### config.mk
export PLATFORM = sky130hd
export DESIGN_NAME = perf_event_monitor
export DESIGN_NICKNAME = d
export VERILOG_FILES = /design/src/rtl/perfmon_pkg.sv /design/src/rtl/perfmon_rst_sync.sv /design/src/rtl/perfmon_timebase.sv /design/src/rtl/perfmon_event_sel.sv /design/src/rtl/perfmon_counter.sv /design/src/rtl/perf_event_monitor.sv
export SDC_FILE = /design/constraint.sdc
export NUM_CORES = 1
export LEC_CHECK = 0
export ABC_AREA = 1
export BUFFER_PORTS_ARGS = -buffer_cell sky130_fd_sc_hd__buf_2
export CORE_MARGIN = 3
export CORE_UTILIZATION = 40
export CTS_CLUSTER_DIAMETER = 40
export DETAILED_ROUTE_END_ITERATION = 16
export PLACE_DENSITY_LB_ADDON = 0.15
export SLEW_MARGIN = 20
export SYNTH_ARGS = -nofsm -noshare
export SYNTH_HDL_FRONTEND = slang
export SYNTH_SLANG_ARGS = --single-unit
### constraint.sdc
create_clock -name clk -period 5.39 [get_ports clk]
set_input_delay 0.539 -clock clk [delete_from_list [all_inputs] [get_ports clk]]
set_output_delay 0.539 -clock clk [all_outputs]
set_load 0.05 [all_outputs]
### src/rtl/perfmon_pkg.sv
package perfmon_pkg;

  localparam int NUM_CNT = 2;
  localparam int NUM_EVT = 9;

  // event codes; the strobe index order below is the event_in bit order
  localparam logic [5:0] EC_OPER_RD   = 6'h01;
  localparam logic [5:0] EC_OPER_WR   = 6'h02;
  localparam logic [5:0] EC_IC_MISS   = 6'h08;
  localparam logic [5:0] EC_BRANCH    = 6'h10;
  localparam logic [5:0] EC_BR_TAKEN  = 6'h11;
  localparam logic [5:0] EC_INSN_EXEC = 6'h13;
  localparam logic [5:0] EC_IRQ       = 6'h16;
  localparam logic [5:0] EC_ELAPSED   = 6'h23;
  localparam logic [5:0] EC_FRZ_IC    = 6'h24;
  localparam logic [5:0] EC_FRZ_DC    = 6'h25;

  localparam int CTL_RUN = 15;
  localparam int CTL_OVF = 14;
  localparam int CTL_CLR = 13;

  typedef enum logic [2:0] {
    RSEL_NONE, RSEL_CTL_A, RSEL_CTL_B,
    RSEL_HI_A, RSEL_LO_A, RSEL_HI_B, RSEL_LO_B
  } reg_sel_e;

  function automatic logic [5:0] strobe_code(input int idx);
    case (idx)
      0:       strobe_code = EC_OPER_RD;
      1:       strobe_code = EC_OPER_WR;
      2:       strobe_code = EC_IC_MISS;
      3:       strobe_code = EC_BRANCH;
      4:       strobe_code = EC_BR_TAKEN;
      5:       strobe_code = EC_INSN_EXEC;
      6:       strobe_code = EC_IRQ;
      7:       strobe_code = EC_FRZ_IC;
      default: strobe_code = EC_FRZ_DC;
    endcase
  endfunction

  function automatic reg_sel_e decode_offset(input logic [4:0] off);
    case (off)
      5'h04:   decode_offset = RSEL_CTL_A;
      5'h08:   decode_offset = RSEL_CTL_B;
      5'h0C:   decode_offset = RSEL_HI_A;
      5'h10:   decode_offset = RSEL_LO_A;
      5'h14:   decode_offset = RSEL_HI_B;
      5'h18:   decode_offset = RSEL_LO_B;
      default: decode_offset = RSEL_NONE;
    endcase
  endfunction

endpackage

### src/rtl/perfmon_rst_sync.sv
module perfmon_rst_sync (
  input  logic clk,
  input  logic rst_n,
  output logic rst_sync_n
);
  logic [1:0] sync_q;

  always_ff @(posedge clk or negedge rst_n) begin
    if (!rst_n) sync_q <= 2'b00;
    else        sync_q <= {sync_q[0], 1'b1};
  end

  assign rst_sync_n = sync_q[1];
endmodule

### src/rtl/perfmon_timebase.sv
module perfmon_timebase #(
  parameter int TB_DIV = 4
) (
  input  logic clk,
  input  logic rst_ni,
  output logic tick
);
  generate
    if (TB_DIV <= 1) begin : g_nodiv
      assign tick = 1'b1;
    end else begin : g_div
      localparam int TW = $clog2(TB_DIV);
      localparam logic [TW-1:0] LAST = TW'(TB_DIV - 1);
      logic [TW-1:0] div_q, div_d;

      always_comb begin
        div_d = (div_q == LAST) ? '0 : div_q + 1'b1;
      end

      always_ff @(posedge clk or negedge rst_ni) begin
        if (!rst_ni) div_q <= '0;
        else         div_q <= div_d;
      end

      assign tick = (div_q == LAST);

      // ticks are isolated pulses when the ratio exceeds one
      assert_tick_isolated_R6: assert property (@(posedge clk) disable iff (!rst_ni)
        tick |=> !tick);
    end
  endgenerate
endmodule

### src/rtl/perfmon_event_sel.sv
module perfmon_event_sel
  import perfmon_pkg::*;
(
  input  logic [5:0]         code,
  input  logic [NUM_EVT-1:0] event_in,
  input  logic               tick,
  output logic               hit
);
  logic [NUM_EVT-1:0] match;

  generate
    for (genvar i = 0; i < NUM_EVT; i++) begin : g_match
      assign match[i] = event_in[i] && (code == strobe_code(i));
    end
  endgenerate

  assign hit = (|match) || (tick && (code == EC_ELAPSED));
endmodule

### src/rtl/perfmon_counter.sv
module perfmon_counter
  import perfmon_pkg::*;
#(
  parameter int CNT_W = 48
) (
  input  logic             clk,
  input  logic             rst_ni,
  input  logic             ctl_we,
  input  logic [31:0]      ctl_wdata,
  input  logic             hit,
  output logic             run,
  output logic             ovf,
  output logic [5:0]       code,
  output logic [CNT_W-1:0] count
);
  logic             run_q, run_d;
  logic             ovf_q, ovf_d;
  logic [5:0]       code_q, code_d;
  logic [CNT_W-1:0] cnt_q, cnt_d;
  logic             inc, clr_ok, wrap, cnt_en, ovf_en;

  always_comb begin
    inc    = run_q && hit;
    wrap   = inc && (&cnt_q);
    clr_ok = ctl_we && ctl_wdata[CTL_CLR] && !run_q;
    run_d  = run_q;
    code_d = code_q;
    cnt_d  = cnt_q;
    ovf_d  = ovf_q;
    if (inc)  cnt_d = cnt_q + 1'b1;
    if (wrap) ovf_d = 1'b1;
    if (ctl_we) begin
      if (ctl_wdata[CTL_RUN]) begin
        run_d  = 1'b1;
        code_d = ctl_wdata[5:0];
      end else begin
        run_d  = 1'b0;
        code_d = '0;
      end
    end
    if (clr_ok) begin
      cnt_d = '0;
      ovf_d = 1'b0;
    end
    cnt_en = inc || clr_ok;
    ovf_en = wrap || clr_ok;
  end

  always_ff @(posedge clk or negedge rst_ni) begin
    if (!rst_ni) begin
      run_q  <= 1'b0;
      code_q <= '0;
    end else if (ctl_we) begin
      run_q  <= run_d;
      code_q <= code_d;
    end
  end

  always_ff @(posedge clk or negedge rst_ni) begin
    if (!rst_ni)     cnt_q <= '0;
    else if (cnt_en) cnt_q <= cnt_d;
  end

  always_ff @(posedge clk or negedge rst_ni) begin
    if (!rst_ni)     ovf_q <= 1'b0;
    else if (ovf_en) ovf_q <= ovf_d;
  end

  assign run   = run_q;
  assign ovf   = ovf_q;
  assign code  = code_q;
  assign count = cnt_q;

  assert_clear_when_stopped_R4: assert property (@(posedge clk) disable iff (!rst_ni)
    (ctl_we && ctl_wdata[CTL_CLR] && !run_q) |=> (cnt_q == '0 && !ovf_q));

  assert_clear_ignored_running_R4: assert property (@(posedge clk) disable iff (!rst_ni)
    (ctl_we && ctl_wdata[CTL_CLR] && run_q && !hit) |=> $stable(cnt_q));

  assert_stop_clears_code_R3: assert property (@(posedge clk) disable iff (!rst_ni)
    (ctl_we && !ctl_wdata[CTL_RUN]) |=> (!run_q && code_q == '0));

  assert_stopped_holds_R3: assert property (@(posedge clk) disable iff (!rst_ni)
    (!run_q && !ctl_we) |=> $stable(cnt_q));

  assert_single_step_R5: assert property (@(posedge clk) disable iff (!rst_ni)
    !$stable(cnt_q) |-> (cnt_q == $past(cnt_q) + 1'b1 || cnt_q == '0));

  assert_ovf_sticky_R10: assert property (@(posedge clk) disable iff (!rst_ni)
    (ovf_q && !(ctl_we && ctl_wdata[CTL_CLR])) |=> ovf_q);
endmodule

### src/rtl/perf_event_monitor.sv
module perf_event_monitor
  import perfmon_pkg::*;
#(
  parameter int ADDR_W = 8,
  parameter int CNT_W  = 48,
  parameter int LO_W   = 32,
  parameter int TB_DIV = 4
) (
  input  logic              clk,
  input  logic              rst_n,
  input  logic              bus_wr,
  input  logic [ADDR_W-1:0] bus_addr,
  input  logic [31:0]       bus_wdata,
  output logic [31:0]       bus_rdata,
  input  logic [8:0]        event_in
);
  localparam int HI_W = CNT_W - LO_W;

  logic             rst_ni;
  logic             tick;
  reg_sel_e         sel;
  logic [NUM_CNT-1:0] ctl_we, run, ovf, hit;
  logic [5:0]       code  [NUM_CNT];
  logic [CNT_W-1:0] count [NUM_CNT];
  logic [31:0]      ctl_view [NUM_CNT];
  logic [31:0]      hi_view  [NUM_CNT];
  logic [31:0]      lo_view  [NUM_CNT];

  perfmon_rst_sync u_rst (
    .clk        (clk),
    .rst_n      (rst_n),
    .rst_sync_n (rst_ni)
  );

  perfmon_timebase #(.TB_DIV(TB_DIV)) u_tb (
    .clk    (clk),
    .rst_ni (rst_ni),
    .tick   (tick)
  );

  assign sel = decode_offset(bus_addr[4:0]);

  generate
    for (genvar g = 0; g < NUM_CNT; g++) begin : g_cnt
      localparam reg_sel_e MY_CTL = (g == 0) ? RSEL_CTL_A : RSEL_CTL_B;

      assign ctl_we[g] = bus_wr && (sel == MY_CTL);

      perfmon_event_sel u_sel (
        .code     (code[g]),
        .event_in (event_in),
        .tick     (tick),
        .hit      (hit[g])
      );

      perfmon_counter #(.CNT_W(CNT_W)) u_ctr (
        .clk       (clk),
        .rst_ni    (rst_ni),
        .ctl_we    (ctl_we[g]),
        .ctl_wdata (bus_wdata),
        .hit       (hit[g]),
        .run       (run[g]),
        .ovf       (ovf[g]),
        .code      (code[g]),
        .count     (count[g])
      );

      assign ctl_view[g] = {16'h0000, run[g], ovf[g], 8'h00, code[g]};
      assign hi_view[g]  = 32'(count[g][CNT_W-1:LO_W]);
      assign lo_view[g]  = 32'(count[g][LO_W-1:0]);
    end
  endgenerate

  always_comb begin
    case (sel)
      RSEL_CTL_A: bus_rdata = ctl_view[0];
      RSEL_CTL_B: bus_rdata = ctl_view[1];
      RSEL_HI_A:  bus_rdata = hi_view[0];
      RSEL_LO_A:  bus_rdata = lo_view[0];
      RSEL_HI_B:  bus_rdata = hi_view[1];
      RSEL_LO_B:  bus_rdata = lo_view[1];
      default:    bus_rdata = 32'h0;
    endcase
  end

  initial begin
    assert_split_widths_R8: assert (HI_W >= 1 && HI_W <= 32 && LO_W >= 1 && LO_W <= 32);
  end

  assert_offset_zero_reads_zero_R8: assert property (@(posedge clk) disable iff (!rst_ni)
    (bus_addr[4:0] == 5'h00) |-> (bus_rdata == 32'h0));

  assert_ctl_write_isolated_R11: assert property (@(posedge clk) disable iff (!rst_ni)
    (ctl_we[0] && !run[1]) |=> $stable(count[1]));

  assert_cnt_write_no_ctl_R9: assert property (@(posedge clk) disable iff (!rst_ni)
    (bus_wr && sel != RSEL_CTL_A && sel != RSEL_CTL_B) |=> ($stable(run) && $stable(code[0]) && $stable(code[1])));
endmodule

==> metrics.txt, run 1 <==
# TYPE chip_impl_metric gauge
chip_impl_metric{name="first_global_vias",unit=""} 8796
chip_impl_metric{name="placed_area",unit="sq mm"} 0.00941
chip_impl_metric{name="p_switching",unit="W"} 0.000766
chip_impl_metric{name="floorplan.die.height",unit="um"} 157
chip_impl_info{name="synthTopCellsByArea",value="sky130_fd_sc_hd__dfrtp_1 (32%), sky130_fd_sc_hd__nand2_1 (18%), sky130_fd_sc_hd__nand3_1 (12%)"} 1
chip_impl_metric{name="synth_edf_count",unit=""} 0
chip_impl_metric{name="wirelength",unit="um"} 31000
chip_impl_metric{name="final.setup_skew",unit="ps"} 7.65
chip_impl_metric{name="die-area",unit="sq mm"} 0.0246
chip_impl_metric{name="worst_ep_required_time",unit="ps"} 4850
chip_impl_metric{name="synthesis.instances",unit=""} 1422
chip_impl_metric{name="clock_insertion_delay_worst_skew",unit="ps"} 420
chip_impl_metric{name="number_of_flip_flops_and_latches_in_the_synthesized_netlist",unit=""} 116
chip_impl_metric{name="grt_antenna_before_repair",unit=""} 0
chip_impl_metric{name="finish.utilization",unit=""} 0.454
chip_impl_metric{name="worst_setup_hold_path_clk_slew",unit="ps"} 60
chip_impl_metric{name="worst_path_buffer_plus_inverter_count",unit=""} 4
chip_impl_metric{name="grt_first_pass_wirelength",unit="um"} 49200
chip_impl_metric{name="finalNetCount",unit=""} 1501
chip_impl_info{name="cp-start-kind",value="primary input"} 1
chip_impl_info{name="clockRootBuffer",value="sky130_fd_sc_hd__clkbuf_16"} 1
chip_impl_metric{name="post-route-min-period",unit="ps"} 3240
chip_impl_metric{name="cap_viol_max_count",unit=""} 0
chip_impl_metric{name="ctsLongestPathBuffers",unit=""} 2
chip_impl_metric{name="worst-r2r-setup-slack",unit="ps"} 2890
chip_impl_metric{name="detailed_place_hpwl",unit="um"} 23100
chip_impl_metric{name="die_width",unit="um"} 157
chip_impl_metric{name="hold_violations",unit=""} 0
chip_impl_metric{name="routabilityCongestion",unit=""} 0.943
chip_impl_info{name="biggest_area_consumer_among_synthesized_cells",value="sky130_fd_sc_hd__dfrtp_1"} 1
chip_impl_metric{name="pwr-share-seq",unit=""} 0.397
chip_impl_info{name="cell_chain_of_the_critical_path",value="buf_2 > nor2_2 > nand2_1 > inv_1 > nand3_1 > inv_1 > nand2_1 > o21ai_0 > nor2_1 > o221ai_1 > buf_2"} 1
chip_impl_metric{name="initial_drt_pass_iterations",unit=""} 5
chip_impl_metric{name="share_of_synthesized_area_occupied_by_flip_flops_and_latches",unit=""} 0.319
chip_impl_metric{name="timing.final.crit_share",unit=""} 0.601
chip_impl_metric{name="antenna_left",unit=""} 0
chip_impl_metric{name="coreArea",unit="sq mm"} 0.0221
chip_impl_metric{name="critPathMaxStageDelay",unit="ps"} 700
chip_impl_metric{name="grt_start_max_net_pins",unit=""} 96
chip_impl_metric{name="post_layout_instance_count_excluding_filler_cells",unit=""} 1739
chip_impl_metric{name="globalRoute.totalOverflow",unit=""} 0
chip_impl_metric{name="layout-drive-gt1-share",unit=""} 0.0925
chip_impl_metric{name="final.setup.tns",unit="ps"} 0
chip_impl_info{name="rr_startpoint",value="g_cnt[1].u_ctr.run"} 1
chip_impl_metric{name="globalRouteTotalUtil",unit=""} 0.258
chip_impl_info{name="outcome",value="complete, no violations"} 1
chip_impl_metric{name="num_antenna_cells",unit=""} 0
chip_impl_metric{name="initial_core_util",unit=""} 0.412
chip_impl_metric{name="path_max_fanout",unit=""} 30
chip_impl_metric{name="cts_resized",unit=""} 0
chip_impl_metric{name="power.switching_fraction",unit=""} 0.307
chip_impl_metric{name="syn-mean-instance-area",unit="sq um"} 6.40
chip_impl_metric{name="slew_headroom",unit=""} 0.278
chip_impl_metric{name="synth_warnings",unit=""} 0
chip_impl_metric{name="power_density",unit="mW/mm^2"} 248
chip_impl_metric{name="dp.cells",unit=""} 1706
chip_impl_metric{name="comb_power_share",unit=""} 0.120
chip_impl_metric{name="power.internal",unit="W"} 0.00173
chip_impl_metric{name="remaining_drc_errors",unit=""} 0
chip_impl_metric{name="slew_violations",unit=""} 0
chip_impl_metric{name="synth_top_area_share",unit=""} 0.319
chip_impl_info{name="critical-path-slowest-cell",value="sky130_fd_sc_hd__inv_1"} 1
chip_impl_info{name="worstSetupEndpointType",value="output pin"} 1
chip_impl_metric{name="clock_tree.htree_level_count",unit=""} 4
chip_impl_info{name="worstHoldPathType",value="register to asynchronous set/reset pin"} 1
chip_impl_metric{name="drt_iter0_drc",unit=""} 735
chip_impl_metric{name="clkSinkCount",unit=""} 116
chip_impl_info{name="tritoncts_clock_tree",value="yes"} 1
chip_impl_metric{name="final_area",unit="sq mm"} 0.0100
chip_impl_metric{name="setup-violations-final",unit=""} 0
chip_impl_metric{name="viasPerCell",unit=""} 5.39
chip_impl_metric{name="synth-async-reset-ratio",unit=""} 1.00
chip_impl_metric{name="power.leakage",unit="nW"} 4.97
chip_impl_info{name="cpLargestDelayFamily",value="buffers and inverters"} 1
chip_impl_metric{name="seqCellArea",unit="sq mm"} 0.00291
chip_impl_metric{name="pwr-share-clk",unit=""} 0.483
chip_impl_metric{name="place.port_buffers",unit=""} 56
chip_impl_metric{name="synth.cell_area",unit="sq mm"} 0.00909
chip_impl_metric{name="top_level_ports",unit=""} 84
chip_impl_metric{name="wl_per_cell",unit="um"} 17.8
chip_impl_info{name="rr_endpoint",value="g_cnt[1].u_ctr.count[6]"} 1
chip_impl_metric{name="worst_r2r_path_depth",unit=""} 4
chip_impl_metric{name="synthesis.nets",unit=""} 1477
chip_impl_metric{name="synthToLayoutAreaGrowth",unit="%"} 10.4
chip_impl_metric{name="nFillCells",unit=""} 2396
chip_impl_metric{name="max-vdd-ir-drop",unit="mV"} 0.162
chip_impl_metric{name="synth_cell_types",unit=""} 31
chip_impl_metric{name="multiInputGateArea",unit="sq mm"} 0.00524
chip_impl_info{name="rsz_0062_raised_after_global_routing",value="no"} 1
chip_impl_metric{name="route.vias.total",unit=""} 9370
chip_impl_metric{name="timing_worst_slew_pin_value",unit="ps"} 1080
chip_impl_metric{name="cts_buf_count",unit=""} 17
chip_impl_metric{name="critPathArrivalTime",unit="ps"} 2700
chip_impl_metric{name="fmax",unit="MHz"} 309
chip_impl_metric{name="placement_rows",unit=""} 54
chip_impl_info{name="postSynth.topFlopCell",value="sky130_fd_sc_hd__dfrtp_1"} 1
chip_impl_info{name="critPathKind",value="primary input to output pin"} 1
## power groups by stage
stage          clock network [W]  registers, W  logic, W
5_1_grt                  0.00126       0.00100  0.000333
2_1_floorplan                  0      0.000972  0.000249
3_3_place_gp                   0       0.00100  0.000297
6_report                 0.00120      0.000990  0.000300
3_5_place_dp                   0       0.00100  0.000298
4_1_cts                  0.00122      0.000989  0.000301
## registers in the layout, indices dropped and copies added, names as in the netlist
register / flops
g_cnt.u_ctr.run: 2
g_cnt.u_ctr.ovf: 2
u_rst.sync_q: 2
u_tb.g_div.div_q: 2
g_cnt.u_ctr.code: 12
g_cnt.u_ctr.count: 96
## cell families after synthesis
group / share of synthesized area
AND/OR/NAND/NOR: 0.456
buffers and inverters: 0.108
flip-flops: 0.319
AO/OA/AOI/OAI: 0.0530
XOR/XNOR: 0.0588
adder cells (fa/ha/maj): 0.00413
other: 0.000412
## worst max path at each step
stage,from,end,slack (ps),depth (start not counted)
floorplan,u_rst.sync_q[1],g_cnt[0].u_ctr.code[0],1920,0
global placement,bus_addr[1],bus_rdata[15],2140,11
detailed placement,bus_addr[1],bus_rdata[15],2130,11
CTS,bus_addr[1],bus_rdata[15],2130,11
global route,bus_addr[1],bus_rdata[2],1910,11
finish,bus_addr[1],bus_rdata[15],2150,11
## final cells by class
class / instances / area share
clock buffer: 18 / 0.0437
clock inverter: 14 / 0.0176
inverter: 164 / 0.0613
multi-input combinational: 1087 / 0.521
sequential: 116 / 0.290
tap: 280 / 0.0349
timing repair buffer: 60 / 0.0315
## metrics by stage
step           total power, W  hold WS (ps)  worst slack, ps
5_1_grt               0.00259           364             1910
6_report              0.00249           314             2150
3_3_place_gp          0.00130           326             2140
2_1_floorplan         0.00122           243             1920
4_1_cts               0.00251           334             2130
3_5_place_dp          0.00130           328             2130
## timing repair
item | CTS | global route
buffers inserted | 0 | 0
endpoints found under the hold margin | 2 | 0
hold buffers | 1 | 0
endpoints found under the setup margin | 0 | 0
## layout by cell type, fill, tap and decap left out, types with 17 or more instances in the layout
master / Yosys / layout
sky130_fd_sc_hd__inv_1: 140 / 140
sky130_fd_sc_hd__nor2_1: 182 / 182
sky130_fd_sc_hd__clkinv_1: 17 / 17
sky130_fd_sc_hd__o21ai_0: 33 / 33
sky130_fd_sc_hd__xor2_1: 54 / 54
sky130_fd_sc_hd__nand3_1: 220 / 220
sky130_fd_sc_hd__clkbuf_16: 0 / 17
sky130_fd_sc_hd__nand2_1: 447 / 447
sky130_fd_sc_hd__nand4_1: 61 / 61
sky130_fd_sc_hd__dfrtp_1: 116 / 115
sky130_fd_sc_hd__buf_2: 8 / 56
## per-layer routing
metal  track usage  routed length, um
met1         0.381              14900
met2         0.400              13900
met3        0.0321               1640
met4        0.0638                572
met5             0                  0
## cells in the mapped netlist, drive strengths merged (4+ instances only)
cell type,n
o2111ai,4
inv,147
a21oi,4
o21ai,36
xnor2,7
buf,33
xor2,54
nand3,225
o22ai,6
clkinv,17
nand4,61
dfrtp,116
nor2,206
nand2,452
a22o,16
o221ai,7
clkbuf,22
No activity file was read; power rests on OpenSTA's default activity.
==> run 2, diff against run 1 <==
Clock period 5.39 ns to 2.6 ns, I/O delays scaled along.
==> metrics.txt, run 2 (synthesis gave the netlist of run 1 again) <==
# TYPE chip_impl_metric gauge
chip_impl_metric{name="remaining_drc_errors",unit=""} 0
chip_impl_metric{name="finalNetCount",unit=""} 1517
chip_impl_metric{name="detailed_place_hpwl",unit="um"} 23200
chip_impl_metric{name="cts_resized",unit=""} 0
chip_impl_info{name="layout_commonest_cell",value="sky130_fd_sc_hd__nand2_1"} 1
chip_impl_metric{name="p_switching",unit="W"} 0.00155
chip_impl_info{name="rsz_0062_raised_after_global_routing",value="no"} 1
chip_impl_info{name="hold_path_end",value="g_cnt[0].u_ctr.code[0]"} 1
chip_impl_metric{name="floorplan.die.height",unit="um"} 157
chip_impl_info{name="worstHoldPathType",value="primary input to register"} 1
chip_impl_metric{name="initial_drt_pass_iterations",unit=""} 5
chip_impl_metric{name="pwr-share-seq",unit=""} 0.396
chip_impl_metric{name="pwr-share-clk",unit=""} 0.464
chip_impl_metric{name="die-area",unit="sq mm"} 0.0246
chip_impl_metric{name="max-vdd-ir-drop",unit="mV"} 0.269
chip_impl_metric{name="route.vias.total",unit=""} 9356
chip_impl_metric{name="clkSinkCount",unit=""} 116
chip_impl_info{name="hold_path_startpoint",value="bus_wdata[0]"} 1
chip_impl_metric{name="timing_worst_slew_pin_value",unit="ps"} 955
chip_impl_metric{name="drt_iter0_drc",unit=""} 694
chip_impl_metric{name="hold_violations",unit=""} 0
chip_impl_metric{name="worst_r2r_path_depth",unit=""} 9
chip_impl_metric{name="power.internal",unit="W"} 0.00350
chip_impl_metric{name="coreArea",unit="sq mm"} 0.0221
chip_impl_metric{name="globalRouteTotalUtil",unit=""} 0.252
chip_impl_metric{name="worst_setup_hold_path_clk_slew",unit="ps"} 60
chip_impl_info{name="final_cell_mix",value="sky130_fd_sc_hd__nand2_1 (447), sky130_fd_sc_hd__nand3_1 (220), sky130_fd_sc_hd__nor2_1 (182), sky130_fd_sc_hd__inv_1 (140), sky130_fd_sc_hd__dfrtp_1 (115)"} 1
chip_impl_metric{name="grt_antenna_before_repair",unit=""} 0
chip_impl_info{name="critPathKind",value="primary input to output pin"} 1
chip_impl_metric{name="wl_per_cell",unit="um"} 17.4
chip_impl_metric{name="routabilityCongestion",unit=""} 0.963
chip_impl_metric{name="worst-r2r-setup-slack",unit="ps"} 350
chip_impl_metric{name="post-cts-setup-buffers",unit=""} 0
chip_impl_info{name="worstSetupEndpointType",value="output pin"} 1
chip_impl_metric{name="cap_viol_max_count",unit=""} 0
chip_impl_metric{name="placement_rows",unit=""} 54
chip_impl_metric{name="post-route-min-period",unit="ps"} 2270
chip_impl_metric{name="comb_power_share",unit=""} 0.139
chip_impl_info{name="outcome",value="complete, no violations"} 1
chip_impl_metric{name="finish.utilization",unit=""} 0.459
chip_impl_metric{name="power.leakage",unit="nW"} 5.03
chip_impl_metric{name="slew_headroom",unit=""} 0.363
chip_impl_metric{name="layout-drive-gt1-share",unit=""} 0.101
chip_impl_metric{name="antenna_left",unit=""} 0
chip_impl_metric{name="nFillCells",unit=""} 2344
chip_impl_metric{name="num_antenna_cells",unit=""} 0
chip_impl_metric{name="globalRoute.totalOverflow",unit=""} 0
chip_impl_metric{name="final.setup.tns",unit="ps"} 0
chip_impl_metric{name="top_level_ports",unit=""} 84
chip_impl_metric{name="path_max_fanout",unit=""} 11
chip_impl_metric{name="setup-violations-final",unit=""} 0
chip_impl_info{name="cp-start-kind",value="primary input"} 1
chip_impl_metric{name="first_global_vias",unit=""} 8641
chip_impl_metric{name="place.port_buffers",unit=""} 56
chip_impl_metric{name="viasPerCell",unit=""} 5.33
chip_impl_metric{name="worst_ep_required_time",unit="ps"} 2340
chip_impl_metric{name="grt_start_max_net_pins",unit=""} 96
chip_impl_info{name="rr_endpoint",value="g_cnt[1].u_ctr.ovf"} 1
chip_impl_metric{name="final.setup_skew",unit="ps"} 11.0
chip_impl_metric{name="fmax",unit="MHz"} 441
chip_impl_metric{name="die_width",unit="um"} 157
chip_impl_info{name="rr_startpoint",value="g_cnt[1].u_ctr.count[0]"} 1
chip_impl_metric{name="timing.final.crit_share",unit=""} 0.873
chip_impl_metric{name="ctsLongestPathBuffers",unit=""} 2
chip_impl_metric{name="number_of_flip_flops_under_the_largest_register_name",unit=""} 96
chip_impl_metric{name="initial_core_util",unit=""} 0.412
chip_impl_metric{name="synthToLayoutAreaGrowth",unit="%"} 11.5
chip_impl_metric{name="wirelength",unit="um"} 30600
chip_impl_metric{name="critPathArrivalTime",unit="ps"} 2010
chip_impl_metric{name="clock_tree.htree_level_count",unit=""} 4
chip_impl_metric{name="hold_depth",unit=""} 3
chip_impl_info{name="tritoncts_clock_tree",value="yes"} 1
chip_impl_metric{name="power_density",unit="mW/mm^2"} 499
chip_impl_metric{name="clock_insertion_delay_worst_skew",unit="ps"} 430
chip_impl_metric{name="slew_violations",unit=""} 0
chip_impl_metric{name="post_cts_hold_buffer_count",unit=""} 1
chip_impl_info{name="clockRootBuffer",value="sky130_fd_sc_hd__clkbuf_16"} 1
chip_impl_metric{name="power.switching_fraction",unit=""} 0.307
chip_impl_metric{name="grt_first_pass_wirelength",unit="um"} 48300
chip_impl_metric{name="cts_buf_count",unit=""} 17
-- run 2: cell count changes in the layout (fill, tap and decap cells not counted) --
cell,previous run,this run
sky130_fd_sc_hd__buf_4,2,17
sky130_fd_sc_hd__bufinv_16,3,2
sky130_fd_sc_hd__clkinv_2,2,3
sky130_fd_sc_hd__clkbuf_1,0,1
sky130_fd_sc_hd__clkinv_4,5,1
sky130_fd_sc_hd__buf_12,0,2
sky130_fd_sc_hd__clkinvlp_4,2,4
sky130_fd_sc_hd__buf_6,1,0
-- run 2: how the worst max path moves through the flow --
stage	start	to	slack, ps	cells past startpoint
2_1_floorplan	bus_addr[1]	bus_rdata[11]	240	6
3_3_place_gp	bus_addr[1]	bus_rdata[16]	340	9
3_5_place_dp	bus_addr[1]	bus_rdata[16]	340	9
4_1_cts	bus_addr[1]	bus_rdata[16]	340	9
5_1_grt	g_cnt[1].u_ctr.count[0]	g_cnt[1].u_ctr.ovf	200	9
6_report	bus_addr[1]	bus_rdata[3]	330	10
-- run 2: power groups by stage --
stage / Sequential, W / Clock, W / Combinational (W)
2_1_floorplan: 0.00201 / 0 / 0.000516
3_3_place_gp: 0.00203 / 0 / 0.000698
3_5_place_dp: 0.00204 / 0 / 0.000699
4_1_cts: 0.00200 / 0.00239 / 0.000704
5_1_grt: 0.00203 / 0.00246 / 0.000777
6_report: 0.00201 / 0.00235 / 0.000705
-- run 2: routing by layer --
| metal | part of all wire | up-vias | track usage |
|---|---|---|---|
| met1 | 0.48 | 4395 | 0.363 |
| met3 | 0.058 | 38 | 0.0398 |
| met5 | 0 | - | 0 |
| li1 | - | 4645 | - |
| met4 | 0.016 | 0 | 0.0613 |
| met2 | 0.45 | 278 | 0.396 |
-- run 2: per-stage QoR --
| step | instance area, sq um | power (W) | setup slack (ps) | hold slack, ps | std cells |
|---|---|---|---|---|---|
| 2_1_floorplan | 9090 | 0.00253 | 235 | -35.6 | 1422 |
| 3_3_place_gp | 9560 | 0.00273 | 335 | 47.6 | 1722 |
| 3_5_place_dp | 9560 | 0.00273 | 343 | 47.2 | 1722 |
| 4_1_cts | 10100 | 0.00510 | 340 | 108 | 1754 |
| 5_1_grt | 10100 | 0.00526 | 201 | 141 | 1754 |
| 6_report | 10100 | 0.00506 | 331 | 117 | 1754 |
-- run 2: critical path, stage by stage --
cell and delay (ps):
sky130_fd_sc_hd__buf_2 100, sky130_fd_sc_hd__nor2_2 190, sky130_fd_sc_hd__buf_4 170, sky130_fd_sc_hd__nand2_1 50, sky130_fd_sc_hd__nor2_1 150, sky130_fd_sc_hd__inv_1 240
sky130_fd_sc_hd__o21ai_0 330, sky130_fd_sc_hd__nor2_1 90, sky130_fd_sc_hd__o221ai_1 100, sky130_fd_sc_hd__buf_2 320
-- run 2: final cells by class --
| cell class | instances | area, sq um | share of cell area |
|---|---|---|---|
| clock inverter | 12 | 131 | 0.0130 |
| multi-input combinational | 1087 | 5240 | 0.516 |
| sequential | 116 | 2910 | 0.287 |
| inverter | 164 | 616 | 0.0607 |
| timing repair buffer | 76 | 458 | 0.0452 |
| tap | 280 | 350 | 0.0346 |
| clock buffer | 19 | 443 | 0.0437 |
